--- src/rtl/pwm4_pkg.sv ---
package pwm4_pkg;
  localparam int NUM_LEGS = 4;

  typedef enum logic [1:0] {
    REG_LOW  = 2'd0,
    REG_MIDL = 2'd1,
    REG_MIDH = 2'd2,
    REG_HIGH = 2'd3
  } region_e;
endpackage

--- src/rtl/pwm4_phase_ctr.sv ---
module pwm4_phase_ctr #(
  parameter int HALF_W = 10,
  localparam int M_W   = HALF_W + 2
) (
  input  logic              clk_i,
  input  logic              rst_ni,
  input  logic [HALF_W-1:0] half_per_i,
  output logic [M_W-1:0]    phase_o,
  output logic [HALF_W-1:0] half_o,
  output logic              wrap_o
);
  logic [M_W-1:0]    phase_q;
  logic [HALF_W-1:0] half_q;
  logic [M_W-1:0]    last_w;
  logic [HALF_W-1:0] half_nxt;

  assign last_w   = M_W'({half_q, 2'b00}) - M_W'(1);
  assign wrap_o   = (phase_q == last_w);
  assign half_nxt = (half_per_i == '0) ? HALF_W'(1) : half_per_i;

  always_ff @(posedge clk_i or negedge rst_ni) begin
    if (!rst_ni) begin
      phase_q <= '0;
      half_q  <= HALF_W'(1);
    end else if (wrap_o) begin
      phase_q <= '0;
      half_q  <= half_nxt;
    end else begin
      phase_q <= phase_q + M_W'(1);
    end
  end

  assign phase_o = phase_q;
  assign half_o  = half_q;
endmodule

--- src/rtl/pwm4_duty_bank.sv ---
module pwm4_duty_bank
  import pwm4_pkg::*;
#(
  parameter int DUTY_W = 12
) (
  input  logic                           clk_i,
  input  logic                           rst_ni,
  input  logic                           wrap_i,
  input  logic [DUTY_W-1:0]              duty_i,
  input  logic [DUTY_W-1:0]              bal1_i,
  input  logic [DUTY_W-1:0]              bal2_i,
  input  logic [DUTY_W-1:0]              bal4_i,
  output logic [NUM_LEGS-1:0][DUTY_W-1:0] duty_o,
  output logic [1:0]                     region_o
);
  localparam int S_W = DUTY_W + 2;
  localparam logic signed [S_W-1:0] FS_S = S_W'({DUTY_W{1'b1}});

  logic signed [S_W-1:0] base_w, e1_w, e2_w, e4_w;
  logic signed [S_W-1:0] sum_w [NUM_LEGS];
  logic [NUM_LEGS-1:0][DUTY_W-1:0] duty_q;
  region_e region_q;

  function automatic logic [DUTY_W-1:0] clip(input logic signed [S_W-1:0] v);
    if (v[S_W-1])   return '0;
    else if (v > FS_S) return '1;
    else            return v[DUTY_W-1:0];
  endfunction

  assign base_w = {2'b00, duty_i};
  assign e1_w   = {{2{bal1_i[DUTY_W-1]}}, bal1_i};
  assign e2_w   = {{2{bal2_i[DUTY_W-1]}}, bal2_i};
  assign e4_w   = {{2{bal4_i[DUTY_W-1]}}, bal4_i};

  // leg order matters: leg 2 takes the mirrored first correction
  always_comb begin
    sum_w[0] = base_w + e1_w;
    sum_w[1] = base_w + e2_w;
    sum_w[2] = base_w - e1_w;
    sum_w[3] = base_w + e4_w;
  end

  for (genvar k = 0; k < NUM_LEGS; k++) begin : g_leg
    always_ff @(posedge clk_i or negedge rst_ni) begin
      if (!rst_ni)     duty_q[k] <= '0;
      else if (wrap_i) duty_q[k] <= clip(sum_w[k]);
    end
  end

  always_ff @(posedge clk_i or negedge rst_ni) begin
    if (!rst_ni)     region_q <= REG_LOW;
    else if (wrap_i) region_q <= region_e'(duty_i[DUTY_W-1 -: 2]);
  end

  assign duty_o   = duty_q;
  assign region_o = region_q;
endmodule

--- src/rtl/pwm4_leg.sv ---
module pwm4_leg #(
  parameter int DUTY_W = 12,
  parameter int HALF_W = 10,
  parameter int PHASE  = 0,
  localparam int M_W   = HALF_W + 2,
  localparam int W1    = M_W + 1,
  localparam int C_W   = HALF_W + 1,
  localparam int P_W   = DUTY_W + C_W
) (
  input  logic              clk_i,
  input  logic              rst_ni,
  input  logic              en_i,
  input  logic [M_W-1:0]    phase_i,
  input  logic [HALF_W-1:0] half_i,
  input  logic [DUTY_W-1:0] duty_i,
  output logic              gate_o
);
  localparam logic [DUTY_W-1:0] FS = '1;

  logic [W1-1:0]  h_x, per_x, peak_x, ph_sum, ph_w;
  logic [C_W-1:0] car_w;
  logic [P_W-1:0] lhs_w, rhs_w;
  logic           hit_w, gate_q;

  assign h_x    = W1'(half_i);
  assign per_x  = h_x << 2;
  assign peak_x = h_x << 1;
  assign ph_sum = W1'(phase_i) + h_x * W1'(PHASE);
  assign ph_w   = (ph_sum >= per_x) ? ph_sum - per_x : ph_sum;
  // fold the sawtooth phase into a triangle peaking at 2H
  assign car_w  = (ph_w <= peak_x) ? C_W'(ph_w) : C_W'(per_x - ph_w);

  assign lhs_w  = P_W'(duty_i) * P_W'(peak_x);
  assign rhs_w  = P_W'(car_w) * P_W'(FS);
  assign hit_w  = (duty_i == FS) || (lhs_w > rhs_w);

  always_ff @(posedge clk_i or negedge rst_ni) begin
    if (!rst_ni) gate_q <= 1'b0;
    else         gate_q <= en_i & hit_w;
  end

  assign gate_o = gate_q;
endmodule

--- src/rtl/pwm4_interleave.sv ---
module pwm4_interleave
  import pwm4_pkg::*;
#(
  parameter int DUTY_W = 12,
  parameter int HALF_W = 10
) (
  input  logic              clk_i,
  input  logic              rst_ni,
  input  logic              en_i,
  input  logic [HALF_W-1:0] half_per_i,
  input  logic [DUTY_W-1:0] duty_i,
  input  logic [DUTY_W-1:0] bal1_i,
  input  logic [DUTY_W-1:0] bal2_i,
  input  logic [DUTY_W-1:0] bal4_i,
  output logic [3:0]        gate_o,
  output logic [1:0]        region_o
);
  localparam int M_W = HALF_W + 2;

  logic [M_W-1:0]                    phase_w;
  logic [HALF_W-1:0]                 half_w;
  logic                              wrap_w;
  logic [NUM_LEGS-1:0][DUTY_W-1:0]   duty_eff;

  pwm4_phase_ctr #(.HALF_W(HALF_W)) i_ctr (
    .clk_i      (clk_i),
    .rst_ni     (rst_ni),
    .half_per_i (half_per_i),
    .phase_o    (phase_w),
    .half_o     (half_w),
    .wrap_o     (wrap_w)
  );

  pwm4_duty_bank #(.DUTY_W(DUTY_W)) i_bank (
    .clk_i    (clk_i),
    .rst_ni   (rst_ni),
    .wrap_i   (wrap_w),
    .duty_i   (duty_i),
    .bal1_i   (bal1_i),
    .bal2_i   (bal2_i),
    .bal4_i   (bal4_i),
    .duty_o   (duty_eff),
    .region_o (region_o)
  );

  for (genvar k = 0; k < NUM_LEGS; k++) begin : g_leg
    pwm4_leg #(.DUTY_W(DUTY_W), .HALF_W(HALF_W), .PHASE(k)) i_leg (
      .clk_i   (clk_i),
      .rst_ni  (rst_ni),
      .en_i    (en_i),
      .phase_i (phase_w),
      .half_i  (half_w),
      .duty_i  (duty_eff[k]),
      .gate_o  (gate_o[k])
    );
  end
endmodule

--- config.mk ---
export PLATFORM = sky130hd
export DESIGN_NAME = pwm4_interleave
export DESIGN_NICKNAME = d
export VERILOG_FILES = /design/src/rtl/pwm4_pkg.sv /design/src/rtl/pwm4_phase_ctr.sv /design/src/rtl/pwm4_duty_bank.sv /design/src/rtl/pwm4_leg.sv /design/src/rtl/pwm4_interleave.sv
export SDC_FILE = /design/constraint.sdc
export NUM_CORES = 2
export LEC_CHECK = 0
export BUFFER_PORTS_ARGS = -buffer_cell sky130_fd_sc_hd__buf_2
export CORE_MARGIN = 10
export CORE_UTILIZATION = 45
export DETAILED_ROUTE_END_ITERATION = 12
export SETUP_SLACK_MARGIN = 0.15
export SYNTH_ARGS = -nofsm -noshare
export SYNTH_HDL_FRONTEND = slang
export SYNTH_SLANG_ARGS = --single-unit
--- constraint.sdc ---
create_clock -name clk_i -period 16.31 [get_ports clk_i]
set_clock_uncertainty 0.15 [all_clocks]
set_input_delay 3.262 -clock clk_i [delete_from_list [all_inputs] [get_ports clk_i]]
set_output_delay 3.262 -clock clk_i [all_outputs]
set_load 0.01 [all_outputs]
==> results.toml <==
[timing]
hold_violations = 0
fin_crit_ns = 14.08
max_slew_margin_pct = 32.8
min_period_over_period_pct = 86.4
tightest_slew_ns = 0.998
fin_setup_tns_ns = 0
setup_viol = 0
fmax_ghz = 0.0710
drv_slew = 0
rsz0062_at_grt = "no"

[grt]
grt_pass1_vias = 31200
met3_usage_pct = 1.68
overflow = 0
grt_pass1_wl_um = 163000
grt_max_degree = 65
met1_usage_pct = 28.5
grt_usage_pct = 19.8
grt.busiest_layer = "met2"
grt_antenna_before_repair = 4
use_met2_pct = 32.7

[worst_setup_path]
critPathKind = "register to register"
worst_path_largest_cell_delay_ns = 0.70
crit_arrival_ns = 14.22
r2r_setup_slack_ns = 2.23
path_max_fanout = 42
crit_path_end_kind = "register"
crit_path_end = "g_leg[1].i_leg.gate_o"
r2r-start = "i_ctr.half_o[1]"
worstSetupStartpoint = "i_ctr.half_o[1]"
critPathSlowestCell = "a311oi_4"
crit_top_cell = "a21oi_1"
start_kind = "register"
required_ns = 16.45
r2r_end = "g_leg[1].i_leg.gate_o"
ff2ff_path_depth = 56

[drt]
routedWlPerCell_um = 16.9
antenna_left = 0
drc = 0
first_pass_iters = 5
drt_iter0_drc = 1458
wirelength_um = 97100
viasPerCell = 5.33
vias = 30700

[die]
die_h_um = 317
num_io_pins = 67
dieWidth_um = 317
coreArea_um2 = 87200
start_util_pct = 45.6
num_rows = 108
dieArea_um2 = 101000

[logic_synthesis]
synthTopCellsByArea = "fa_1 26%, ha_1 25%, inv_1 7.4%"
ys_seq_area_share_pct = 4.79
synth_top_area_share_pct = 25.6
postSynthAreaPerCell_um2 = 8.59
synth_cells = 4624
netlist_area_um2 = 39700
yosys_warnings = 0
syn-num-nets = 5976
synth_edf_count = 0
yosys.cell_types.count = 75
synth-main-ff-cell = "dfrtp_1"
ys_ff_latch = 76
synth_area_leader_cell = "fa_1"
ys_async_sr_fraction_pct = 100

[placement]
portBuffers = 66
dpl.hpwl_um = 79300
place_congestion = 0.876

[min_path]
min-delay-start = "i_bank.region_o[1]"
hp-class = "register to register"

[cts]
cts.repair.resized = 0
cts_tree = "built"
cts_hold_buf = 0
clk_path_buf_depth = 2
post_cts_buffers = 0
cts_buffers = 9
clk_pin_slew_ns = 0.08
clock_sinks = 76
cts-root-buf = "clkbuf_16"
clk_latency_ns = 0.39
htreeDepth = 3

[finish]
drive_gt1_share_pct = 3.83
nFillCells = 8564
areaGrowthSynthToFinish_pct = 4.50
nets = 5941

[run_status]
outcome = "completed"

[job]
cap_violations = 0
state kept, by name, indices dropped and copies added (netlist names):
signal,count
g_leg.i_leg.gate_o,4
i_bank.duty_o,48
i_bank.region_o,2
i_ctr.half_o,10
i_ctr.phase_o,12
layout make-up:
| cell class | instances | area, um^2 | share of cell area (%) |
|---|---|---|---|
| flip-flops and latches | 76 | 1910 | 4.61 |
| clock inverters | 6 | 72.6 | 0.175 |
| multi-input cells | 3621 | 34300 | 82.7 |
| clock buffers | 10 | 239 | 0.576 |
| diodes | 1 | 2.50 | 0.00603 |
| repair buffers | 97 | 566 | 1.36 |
| well taps | 1155 | 1450 | 3.48 |
| inverters | 784 | 2940 | 7.09 |
worst max-delay path, delay by kind of cell, from the launching register on:
kind / cells / cell delay (ns)
XOR/XNOR: 2 / 0.32
AND/OR/NAND/NOR: 7 / 1.33
adder cells (fa/ha/maj): 10 / 3.91
flip-flops: 1 / 0.66
AO/OA/AOI/OAI: 29 / 5.29
multiplexers: 2 / 0.99
buffers and inverters: 6 / 1.27
synth_stat cells, types with 26 or more instances:
master,instances
a21o_1,110
a21oi_1,237
a221o_1,26
and2_1,221
and3_1,31
clkbuf_1,129
dfrtp_1,75
fa_1,508
ha_1,783
inv_1,783
mux2_2,31
nand2_1,409
nand2b_1,42
nand3_1,53
nand4_1,43
nor2_1,178
nor2b_1,56
nor3_1,54
o21a_1,42
o21ai_0,140
o21bai_1,55
xnor2_1,237
xor2_1,92
metal layers:
layer  share of wire, %  routed length, um
met3                3.7               3560
met1                 49              48000
met2                 46              44400
met4                1.2               1190
met5                  0                  0
worst min path at each step:
stage | end | slack, ns | cells after the start
floorplan | i_bank.duty_o[31] | 0.33 | 1
global placement | i_bank.region_o[0] | 0.34 | 1
detailed placement | i_bank.region_o[1] | 0.34 | 2
CTS | i_bank.region_o[1] | 0.36 | 2
global route | i_bank.region_o[1] | 0.37 | 2
finish | i_bank.region_o[1] | 0.35 | 2
per-stage QoR:
step | hold slack, ns | worst slack [ns] | util (%) | area, um^2 | cells
floorplan | 0.329 | 3.00 | - | 39700 | 4624
global placement | 0.337 | 2.45 | 47.3 | 41200 | 5733
detailed placement | 0.340 | 2.27 | 47.3 | 41200 | 5733
CTS | 0.355 | 2.25 | 47.6 | 41500 | 5749
global route | 0.372 | 1.17 | 47.6 | 41500 | 5749
finish | 0.350 | 2.23 | 47.6 | 41500 | 5750
layout by cell type, fill, tap and decap left out, drive strengths merged, types with 75 or more instances in the layout:
cell     n
o21ai  146
inv    784
dfrtp   75
a21oi  238
ha     783
xor2    92
buf     97
and2   221
a21o   110
xnor2  237
fa     508
nand2  409
nor2   178
cells by family after synthesis:
family | after synthesis | synth area share (%)
adder cells (fa/ha/maj) | 1291 | 50.3
AND/OR/NAND/NOR | 1150 | 14.2
buffers and inverters | 927 | 8.81
AO/OA/AOI/OAI | 795 | 13.2
XOR/XNOR | 329 | 7.25
flip-flops | 76 | 4.79
multiplexers | 56 | 1.51
Power is not shown: default switching activity piles up to over one toggle a cycle in this logic, so the estimate is an artifact.
